$ cat config.mk
export PLATFORM = sky130hd
export DESIGN_NAME = fuse_autoread_ctrl
export DESIGN_NICKNAME = d
export VERILOG_FILES = /design/src/rtl/fuse_seq_pkg.sv /design/src/rtl/fuse_timing_bank.sv /design/src/rtl/fuse_pin_window.sv /design/src/rtl/fuse_seq_core.sv /design/src/rtl/fuse_autoread_ctrl.sv
export SDC_FILE = /design/constraint.sdc
export NUM_CORES = 1
export LEC_CHECK = 0
export BUFFER_PORTS_ARGS = -buffer_cell sky130_fd_sc_hd__buf_2
export CAP_MARGIN = 5
export CORE_ASPECT_RATIO = 1.75
export CORE_MARGIN = 2
export CORE_UTILIZATION = 55
export DETAILED_ROUTE_END_ITERATION = 10
export HOLD_SLACK_MARGIN = 0.15
export PLACE_DENSITY = 0.75
export RECOVER_POWER = 100
export SLEW_MARGIN = 10
export SYNTH_ARGS = -nofsm -noshare
export SYNTH_HDL_FRONTEND = slang
export SYNTH_SLANG_ARGS = --single-unit
export TNS_END_PERCENT = 100
$ cat constraint.sdc
create_clock -name clk_i -period 18.1 [get_ports clk_i]
set_input_delay 0 -clock clk_i [delete_from_list [all_inputs] [get_ports clk_i]]
set_output_delay 0 -clock clk_i [all_outputs]
set_load 0.01 [all_outputs]
$ cat src/rtl/fuse_seq_pkg.sv
package fuse_seq_pkg;
  localparam int NPINS = 5;
  localparam int TIM_W = 16;
  localparam int NREGS = 2 * NPINS;
  localparam int IDX_W = $clog2(NREGS);

  // pin order is shared by both timing banks and the register offsets
  localparam int PIN_CS   = 0;
  localparam int PIN_PGM  = 1;
  localparam int PIN_LOAD = 2;
  localparam int PIN_ADDR = 3;
  localparam int PIN_STRB = 4;

  typedef struct packed {
    logic [TIM_W-1:0] on_cyc;
    logic [TIM_W-1:0] off_cyc;
  } win_t;

  function automatic win_t rd_default(int pin);
    win_t w;
    case (pin)
      PIN_ADDR: begin w.on_cyc = 16'd2; w.off_cyc = 16'd10; end
      PIN_STRB: begin w.on_cyc = 16'd5; w.off_cyc = 16'd8;  end
      default:  begin w.on_cyc = 16'd0; w.off_cyc = 16'd11; end
    endcase
    return w;
  endfunction
endpackage

$ cat src/rtl/fuse_timing_bank.sv
module fuse_timing_bank
  import fuse_seq_pkg::*;
(
  input  logic             clk_i,
  input  logic             rst_ni,
  input  logic             wr_en_i,
  input  logic [IDX_W-1:0] wr_idx_i,
  input  win_t             wr_data_i,
  output win_t             regs_o [NREGS]
);
  for (genvar g = 0; g < NREGS; g++) begin : g_reg
    win_t reg_q;
    always_ff @(posedge clk_i or negedge rst_ni) begin
      if (!rst_ni)                                  reg_q <= rd_default(g % NPINS);
      else if (wr_en_i && wr_idx_i == IDX_W'(g))    reg_q <= wr_data_i;
    end
    assign regs_o[g] = reg_q;
  end
endmodule

$ cat src/rtl/fuse_pin_window.sv
module fuse_pin_window
  import fuse_seq_pkg::*;
(
  input  logic             busy_i,
  input  logic [TIM_W-1:0] cnt_i,
  input  win_t             win_i,
  output logic             act_o
);
  assign act_o = busy_i && (cnt_i >= win_i.on_cyc) && (cnt_i < win_i.off_cyc);
endmodule

$ cat src/rtl/fuse_seq_core.sv
module fuse_seq_core
  import fuse_seq_pkg::*;
#(
  parameter int DATA_W = 32
) (
  input  logic              clk_i,
  input  logic              rst_ni,
  input  logic              start_i,
  input  win_t              rd_win_i [NPINS],
  input  logic [DATA_W-1:0] fuse_dout_i,
  output logic              busy_o,
  output logic              done_o,
  output logic [NPINS-1:0]  act_o,
  output logic [DATA_W-1:0] data_o
);
  logic [TIM_W-1:0]  cnt_q, len, last;
  logic              busy_q;
  logic [DATA_W-1:0] data_q;
  logic              cap;

  always_comb begin
    len = '0;
    for (int i = 0; i < NPINS; i++)
      if (rd_win_i[i].off_cyc > len) len = rd_win_i[i].off_cyc;
    last = (len == '0) ? '0 : len - 1'b1;
  end

  always_ff @(posedge clk_i or negedge rst_ni) begin
    if (!rst_ni) begin
      busy_q <= 1'b0;
      cnt_q  <= '0;
    end else if (!busy_q) begin
      if (start_i) begin
        busy_q <= 1'b1;
        cnt_q  <= '0;
      end
    end else if (cnt_q == last) begin
      busy_q <= 1'b0;
    end else begin
      cnt_q <= cnt_q + 1'b1;
    end
  end

  for (genvar g = 0; g < NPINS; g++) begin : g_win
    fuse_pin_window u_win (
      .busy_i (busy_q),
      .cnt_i  (cnt_q),
      .win_i  (rd_win_i[g]),
      .act_o  (act_o[g])
    );
  end

  // sample on the last strobe-high cycle
  assign cap = busy_q && rd_win_i[PIN_STRB].off_cyc != '0 &&
               cnt_q == rd_win_i[PIN_STRB].off_cyc - 1'b1;

  always_ff @(posedge clk_i or negedge rst_ni) begin
    if (!rst_ni)  data_q <= '0;
    else if (cap) data_q <= fuse_dout_i;
  end

  assign busy_o = busy_q;
  assign done_o = busy_q && cnt_q == last;
  assign data_o = data_q;

  assert_len_bound_R5: assert property (@(posedge clk_i) disable iff (!rst_ni)
    busy_q |-> (cnt_q <= last));
  assert_capture_in_seq_R6: assert property (@(posedge clk_i) disable iff (!rst_ni)
    !$stable(data_q) |-> $past(busy_q));
endmodule

$ cat src/rtl/fuse_autoread_ctrl.sv
module fuse_autoread_ctrl
  import fuse_seq_pkg::*;
#(
  parameter int ADDR_W = 10,
  parameter int DATA_W = 32
) (
  input  logic              clk_i,
  input  logic              rst_ni,
  input  logic              bus_req_i,
  input  logic              bus_we_i,
  input  logic [7:0]        bus_addr_i,
  input  logic [31:0]       bus_wdata_i,
  output logic [31:0]       bus_rdata_o,
  output logic              fuse_csb_o,
  output logic              fuse_pgenb_o,
  output logic              fuse_load_o,
  output logic              fuse_strobe_o,
  output logic [ADDR_W-1:0] fuse_addr_o,
  input  logic [DATA_W-1:0] fuse_dout_i
);
  localparam logic [7:0] OFS_MODE = 8'h00;
  localparam logic [7:0] OFS_STAT = 8'h18;
  localparam logic [7:0] OFS_DATA = 8'h20;
  localparam logic [7:0] OFS_AUTO = 8'h24;
  localparam logic [7:0] OFS_TIM0 = 8'h28;
  localparam logic [7:0] OFS_TIMN = OFS_TIM0 + 8'(4 * (NREGS - 1));
  localparam int         A_LSB    = 16;

  logic              wr, wr_auto, start, busy, done;
  logic              manual_q, auto_en_q, finish_q;
  logic [ADDR_W-1:0] faddr_q;
  logic [NPINS-1:0]  act;
  logic [DATA_W-1:0] data;
  logic              tim_hit;
  logic [7:0]        tim_ofs;
  logic [IDX_W-1:0]  tim_idx;
  win_t              regs [NREGS];
  win_t              rd_win [NPINS];
  logic              unused_pgm_win;

  assign wr      = bus_req_i && bus_we_i;
  assign wr_auto = wr && bus_addr_i == OFS_AUTO;
  assign start   = wr_auto && !busy && !manual_q && bus_wdata_i[0] && bus_wdata_i[1];
  assign tim_ofs = bus_addr_i - OFS_TIM0;
  assign tim_idx = tim_ofs[IDX_W+1:2];
  assign tim_hit = bus_addr_i >= OFS_TIM0 && bus_addr_i <= OFS_TIMN && bus_addr_i[1:0] == 2'b00;

  always_ff @(posedge clk_i or negedge rst_ni) begin
    if (!rst_ni) begin
      manual_q  <= 1'b0;
      auto_en_q <= 1'b0;
      faddr_q   <= '0;
      finish_q  <= 1'b0;
    end else begin
      if (wr && bus_addr_i == OFS_MODE) manual_q <= bus_wdata_i[0];
      if (wr_auto && !busy) begin
        auto_en_q <= bus_wdata_i[0];
        faddr_q   <= bus_wdata_i[A_LSB +: ADDR_W];
      end
      if (done) finish_q <= 1'b1;
      else if (wr && bus_addr_i == OFS_STAT && bus_wdata_i[0]) finish_q <= 1'b0;
    end
  end

  fuse_timing_bank u_bank (
    .clk_i     (clk_i),
    .rst_ni    (rst_ni),
    .wr_en_i   (wr && tim_hit),
    .wr_idx_i  (tim_idx),
    .wr_data_i (bus_wdata_i),
    .regs_o    (regs)
  );

  for (genvar g = 0; g < NPINS; g++) begin : g_rd
    assign rd_win[g] = regs[NPINS + g];
  end

  fuse_seq_core #(.DATA_W(DATA_W)) u_core (
    .clk_i       (clk_i),
    .rst_ni      (rst_ni),
    .start_i     (start),
    .rd_win_i    (rd_win),
    .fuse_dout_i (fuse_dout_i),
    .busy_o      (busy),
    .done_o      (done),
    .act_o       (act),
    .data_o      (data)
  );

  // program-enable window only stretches the sequence; the pin never programs
  assign unused_pgm_win = act[PIN_PGM];
  assign fuse_csb_o     = !act[PIN_CS];
  assign fuse_pgenb_o   = 1'b1;
  assign fuse_load_o    = act[PIN_LOAD];
  assign fuse_strobe_o  = act[PIN_STRB];
  assign fuse_addr_o    = act[PIN_ADDR] ? faddr_q : '0;

  always_comb begin
    bus_rdata_o = '0;
    if (tim_hit) bus_rdata_o = regs[tim_idx];
    else case (bus_addr_i)
      OFS_MODE: bus_rdata_o[0] = manual_q;
      OFS_STAT: bus_rdata_o[0] = finish_q;
      OFS_DATA: bus_rdata_o    = 32'(data);
      OFS_AUTO: begin
        bus_rdata_o[A_LSB +: ADDR_W] = faddr_q;
        bus_rdata_o[1]               = busy;
        bus_rdata_o[0]               = auto_en_q;
      end
      default:  bus_rdata_o = '0;
    endcase
  end

  assert_idle_pins_R1: assert property (@(posedge clk_i) disable iff (!rst_ni)
    !busy |-> (fuse_csb_o && !fuse_load_o && !fuse_strobe_o && fuse_addr_o == '0));
  assert_finish_after_seq_R7: assert property (@(posedge clk_i) disable iff (!rst_ni)
    $rose(finish_q) |-> $past(busy));
  assert_addr_hold_R8: assert property (@(posedge clk_i) disable iff (!rst_ni)
    (busy && wr_auto) |=> $stable(faddr_q));
  assert_manual_blocks_R3: assert property (@(posedge clk_i) disable iff (!rst_ni)
    (manual_q && !busy) |=> !busy);
endmodule

Word-level counts from Yosys, hierarchy flattened
Cells that the tools add are included.
Word-level totals
  bits in latches: 0
  bits in read-only memories: 0
  memories: 0
  logic and storage cells: 131
  input bits: 76
  bits in registers: 382
  RAM bits: 0
Operators by class
  multiply operators: 0
  add/sub/neg operators: 4
  multiplexer cells: 24
  shift-type cells: 0
  $lt $le $gt $ge: 16
  divide/modulo/power cells: 0
  bitwise logic cells: 1
  equal/unequal tests: 15
  reduce and logical (&&, ||, !) cells: 44
Operators by type and width (number)
  16-bit 2-to-1 mux: 9
  32-bit binary-select mux with 4-bit select: 1
  32-bit 2-to-1 mux: 3
  16-bit greater-or-equal comparator: 4
  16-bit greater-than comparator: 4
  16-bit < comparator: 4
  1-bit logical AND: 33
  16-bit == test: 2
  16-bit by 1-bit subtractor with 16-bit output (second input constant): 2
  10-bit case mux with 2 select lines: 1
  16-bit by 1-bit adder with 16-bit output (second input constant): 1
  4-bit by 3-bit == test with 1-bit output (second input constant): 4
  8-bit by 6-bit == test with 1-bit output (second input constant): 2
  16-bit by 1-bit greater-than comparator with 1-bit output (second input constant): 1
  16-bit logical NOT: 1
  16-bit nonzero test: 1
  14-bit 2-to-1 mux: 1
  10-bit 2-to-1 mux: 1
  4-bit by 2-bit == test with 1-bit output (second input constant): 2
  4-bit == test (second input constant): 2
  8-bit by 5-bit == test with 1-bit output (second input constant): 1
  8-bit by 6-bit greater-or-equal comparator with 1-bit output (second input constant): 1
  8-bit by 7-bit less-or-equal comparator with 1-bit output (second input constant): 1
  8-bit logical NOT: 1
  14 further kinds: 21

Logic depth before layout (Yosys ltp)
  depth after elaboration: 15
  depth in mapped cells: 72

Cells and area by module
From an unflattened synthesis, not the netlist that was laid out.
Second synthesis, totals
  cell total of the unflattened synthesis: 2489
  area total of the unflattened synthesis: 26661.8 um2
Modules (own cells, without submodules)
  fuse_timing_bank: seq. area each 8045.2 um2, area an instance 12100.4 um2, cells each 721, instances 1
  fuse_seq_core: seq. area each 1226.2 um2, area an instance 6980.4 um2, cells each 872, instances 1
  fuse_pin_window: seq. area each 0.0 um2, area an instance 763.2 um2, cells each 108, instances 5
  fuse_autoread_ctrl: seq. area each 325.3 um2, area an instance 3764.9 um2, cells each 356, instances 1

Worst setup path before layout
No wires, ideal clock.
  kind: register to register
  start point: register u_bank.g_reg[5].reg_q (netlist bit u_bank.regs_o[129])
  end point: register u_core.cnt_q[9]
  required time: 17.963 ns
  arrival time: 14.079 ns
  library setup time: 0.137 ns
  period minus slack after synthesis: 14.216 ns
  cell stages (with the launch flop): 72
  path buffers: 14
  slack: 3.884 ns
  cells stage by stage: dfstp_2 -> inv_1 -> ha_1 -> nor2b_1 -> o211ai_1 -> a2111o_1 -> a31oi_4 -> buf_2 -> buf_2 -> buf_1 -> mux2i_1 -> ha_1 -> a21oi_1 -> o21ai_0 -> a221oi_2 -> nand2_1 -> a41o_1 -> o221ai_4 -> [36 not listed] -> ha_1 -> clkbuf_1 -> inv_1 -> nor2_1 -> nand2_1 -> xnor2_1 -> nor2_1 -> a21oi_1 -> mux2i_1 -> o21a_1 -> or4_1 -> or4_1 -> nor4_1 -> and4_1 -> buf_4 -> buf_6 -> nor3_1 -> mux2i_1
Between the ends
  longest elaborated chain between the ends: 15
RTL lines
  start: declaration: line fuse_timing_bank.sv:12  | win_t reg_q;
  start signal: assignment: line fuse_timing_bank.sv:14  | if (!rst_ni) reg_q <= rd_default(g % NPINS);
  start signal: assignment: line fuse_timing_bank.sv:15  | else if (wr_en_i && wr_idx_i == IDX_W'(g)) reg_q <= wr_data_i;
  16-bit by 1-bit greater-than comparator with 1-bit output: line fuse_seq_core.sv:24  | if (rd_win_i[i].off_cyc > len) len = rd_win_i[i].off_cyc;
  16-bit 2-to-1 mux *: line fuse_seq_core.sv:24
  16-bit greater-than comparator: line fuse_seq_core.sv:24
  16-bit 2-to-1 mux *: line fuse_seq_core.sv:24
  16-bit greater-than comparator: line fuse_seq_core.sv:24
  16-bit 2-to-1 mux *: line fuse_seq_core.sv:24
  16-bit greater-than comparator: line fuse_seq_core.sv:24
  16-bit 2-to-1 mux *: line fuse_seq_core.sv:24
  16-bit greater-than comparator: line fuse_seq_core.sv:24
  16-bit 2-to-1 mux *: line fuse_seq_core.sv:24
  16-bit by 1-bit subtractor with 16-bit output or 16-bit logical NOT (tied branches): line fuse_seq_core.sv:25  | last = (len == '0) ? '0 : len - 1'b1;
  16-bit 2-to-1 mux *: line fuse_seq_core.sv:25
  16-bit == test *: line fuse_seq_core.sv:37  | end else if (cnt_q == last) begin
  2-bit != test (no source line) *
  2-bit AND reduction (no source line) *
  end signal: assignment: line fuse_seq_core.sv:40  | cnt_q <= cnt_q + 1'b1;
  end: declaration: line fuse_seq_core.sv:16  | logic [TIM_W-1:0] cnt_q, len, last;
Mark *: on every way between the ends. The rest lies on a longest branch, timed or not.
A chain may end at the register's enable or synchronous reset.

Worst setup path in the final report
Ends and elaborated chain as after synthesis.

==> results.yml <==
status:
  status: "finished with violations"
  violations: "max-capacitance violations, max-slew violations"
logic_synthesis:
  syn_area_sq_mm: 0.02473
  syn_area_per_cell_sq_um: 10.24
  synth_cell_types: 85
  synth_edf_count: 0
  syn_nets: 2680
  synth-seq-cells: 382
  synth_warnings: 0
  synth_seq_area_share_pct: 38.80
  async_reset_ff_share_pct: 100.0
  synthFlopType: "dfrtp_1"
  synth_cells: 2415
clock_network:
  clkTransAtPathRegs_ps: 70
  clock_latency_ps: 570
  holdBufCountCts: 75
  cts_tree: "done"
  cts_buffers: 39
  cts-root-buf: "clkbuf_16"
  cts_resized: 0
  cts_buffer_depth: 3
  cts_sinks: 382
  post_cts_buffers: 0
  htree_levels: 2
cells_and_area:
  fill_cells: 3564
  regArea_sq_mm: 0.009597
  utilization_pct: 62.38
  final_cells: 3137
  multiInputGateArea_sq_mm: 0.01388
  layout_commonest_cell: "dfrtp_1"
  fin_nets: 2799
  mostFrequentLayoutCells: "dfrtp_1, mux2_2, nand2_1"
  drive_gt1_share_pct: 20.70
  n_antenna_cell: 0
  area_growth_syn_to_layout_pct: 11.70
worst_setup_path:
  required_ps: 18490
  cpPeakStageDelay_ps: 860
  rr_endpoint: "u_core.cnt_q[9]"
  cp.arrival_ps: 16610
  cp_max_fo: 42
  start_kind: "register"
  slowest_stage: "and4_1"
  ff2ff_path_depth: 54
  crit_path_end_kind: "register"
  r2r_start: "u_bank.regs_o[129]"
  path_class: "reg -> reg"
  r2r_setup_slack_ps: 1870
detailed_routing:
  wire_per_inst_um: 27.61
  ant_nets: 0
  drt-pass1-iter-count: 6
  first_iter_violations: 1503
  drc: 0
  wirelength_mm: 86.61
  vias: 20340
  viasPerCell: 6.483
power:
  power_frac_comb_pct: 40.4
  share_clk_of_total_power_pct: 26.2
  leakage_nw: 13.67
  p_seq_share_pct: 33.4
  finalPower_w: 0.003082
  p_int_w: 0.001841
  p_switching_w: 0.001240
  p_sw_share_pct: 40.25
  p_per_area_mw_per_mm2: 111.5
  ir_worst_vdd_mv: 0.08883
sta:
  fin_setup_tns_ps: 0
  period_needed_ps: 16230
  tightest_slew_ps: 5412
  worst_slack_ps: 1870
  fmax_mhz: 61.62
  hold_viol_final: 0
  slew_headroom_pct: -260.8
  setup_violations: 0
  skew_ps: 19.40
  report.final.slew_viol_count: 939
  fin_crit_sh_pct: 89.67
  grt_setup_unrepaired: "no"
placed_design:
  gp_congestion: 1.045
  portBuffers: 120
  dpl.cell_count: 2990
  dp_slack_ps: 3015
  hpwl_mm: 62.88
floorplan:
  rows: 102
  die_w_um: 164.3
  initial_utilization_pct: 55.85
  dieArea_sq_mm: 0.04675
  die_h_um: 284.5
  ioPinCount: 122
  coreArea_sq_mm: 0.04429
hold_path:
  min_from: "fuse_dout_i[19]"
  min_to: "u_core.data_o[19]"
  hp-class: "in -> reg"
  holdPathStages: 3
job:
  maxCapViolations: 21
global_route:
  grt_pass1_vias: 21350
  grt_max_degree: 86
  grt.total_usage_pct: 37.83
  grt_overflow: 0
  grt_pass1_wl_mm: 130.4
  grt_antenna_before_repair: 0
## sequential cells by signal, summed over array words and instances, names as in the netlist
name           cells
faddr_q           10
u_bank.regs_o    320
manual_q           1
auto_en_q          1
finish_q           1
u_core.cnt_q      16
u_core.data_o     32
u_core.busy_o      1
## through the flow
step / hold WS (ps) / cell area (sq um)
after floorplan: -295.6 / 24730
after global placement: 49.03 / 25850
after detailed placement: 61.67 / 25850
after CTS: 205.7 / 27880
after global routing: 225.4 / 27630
final: 208.1 / 27630
## cell type report
| type | instances | area share, % |
|---|---|---|
| repair buffers | 238 | 5.603 |
| multi-input cells | 1706 | 50.23 |
| clock inverters | 11 | 0.4846 |
| well taps | 572 | 2.591 |
| clock buffers | 61 | 4.085 |
| flip-flops and latches | 382 | 34.74 |
| inverters | 167 | 2.269 |
## worst max-delay path, delay by kind of cell, from the launching register on
family / cells / cell delay [ps]
AO/OA/AOI/OAI: 17 / 4560
XOR/XNOR: 1 / 170
adder cells (fa/ha/maj): 5 / 1690
buffers and inverters: 7 / 2120
flip-flops: 1 / 580
multiplexers: 5 / 1500
AND/OR/NAND/NOR: 19 / 5360
## power by group through the flow
stage / clock network (W) / logic (W) / registers [W]
after global routing: 0.000852 / 0.00137 / 0.00103
final: 0.000808 / 0.00124 / 0.00103
after global placement: 0 / 0.00120 / 0.00103
after CTS: 0.000821 / 0.00124 / 0.00102
after detailed placement: 0 / 0.00122 / 0.00103
after floorplan: 0 / 0.000876 / 0.000948
## synth_stat cells, types with 5 or more instances
master	n	area [sq um]
inv_1	167	626.9
mux2_2	251	2826
dfstp_2	30	788.3
nor2_1	67	251.5
and3_1	10	62.56
mux4_2	65	1464
and4_1	5	43.79
a221oi_1	21	183.9
o31ai_1	7	52.55
nand3_1	32	160.2
a211oi_1	6	45.04
o2111ai_1	5	43.79
nor4_1	18	112.6
a22o_1	22	192.7
xnor2_1	36	315.3
and2_1	12	75.07
clkbuf_1	128	480.5
mux2i_1	66	660.6
o21a_1	14	105.1
a21o_1	94	705.7
o21ai_0	204	1021
nor2b_1	13	81.33
ha_1	189	2365
or4_1	6	45.04
dfrtp_1	352	8808
nand4_1	20	125.1
xor2_1	12	105.1
or2_2	7	43.79
nor3_1	45	225.2
buf_1	21	78.83
nand2_1	244	915.9
a21oi_1	87	435.4
nand2b_1	23	143.9
or3_1	18	112.6
o22ai_1	14	87.58
o21ai_1	8	40.04
o211ai_1	11	82.58
buf_2	7	35.03
## how the worst max path moves through the flow
stage	start	end	slack (ps)	depth (start not counted)
2_1_floorplan	u_bank.regs_o[129]	u_core.cnt_q[9]	3880	71
3_3_place_gp	u_bank.regs_o[129]	u_core.cnt_q[9]	3340	55
3_5_place_dp	u_bank.regs_o[129]	u_core.cnt_q[9]	3010	54
4_1_cts	u_bank.regs_o[129]	u_core.cnt_q[9]	2920	54
5_1_grt	u_bank.regs_o[129]	u_core.cnt_q[9]	960	54
6_report	u_bank.regs_o[129]	u_core.cnt_q[9]	1870	54
## logic make-up (layout without fill, tap and decap cells)
logic type | after synthesis | in the layout | synth area share [%]
AO/OA/AOI/OAI | 542 | 542 | 14.11
XOR/XNOR | 48 | 48 | 1.700
adder cells (fa/ha/maj) | 192 | 192 | 9.683
buffers and inverters | 327 | 477 | 5.074
flip-flops | 382 | 382 | 38.80
multiplexers | 386 | 386 | 20.29
other | 1 | 1 | 0.01516
AND/OR/NAND/NOR | 537 | 537 | 10.33
## layer usage
| layer | global-route usage [%] | vias up | wire (um) |
|---|---|---|---|
| met1 | 39.51 | 10080 | 28690 |
| li1 | - | 8962 | - |
| met5 | 0 | - | 0 |
| met3 | 5.078 | 393 | 4828 |
| met2 | 64.69 | 897 | 42940 |
| met4 | 34.58 | 0 | 10150 |
(Power assumes the default switching activity.)
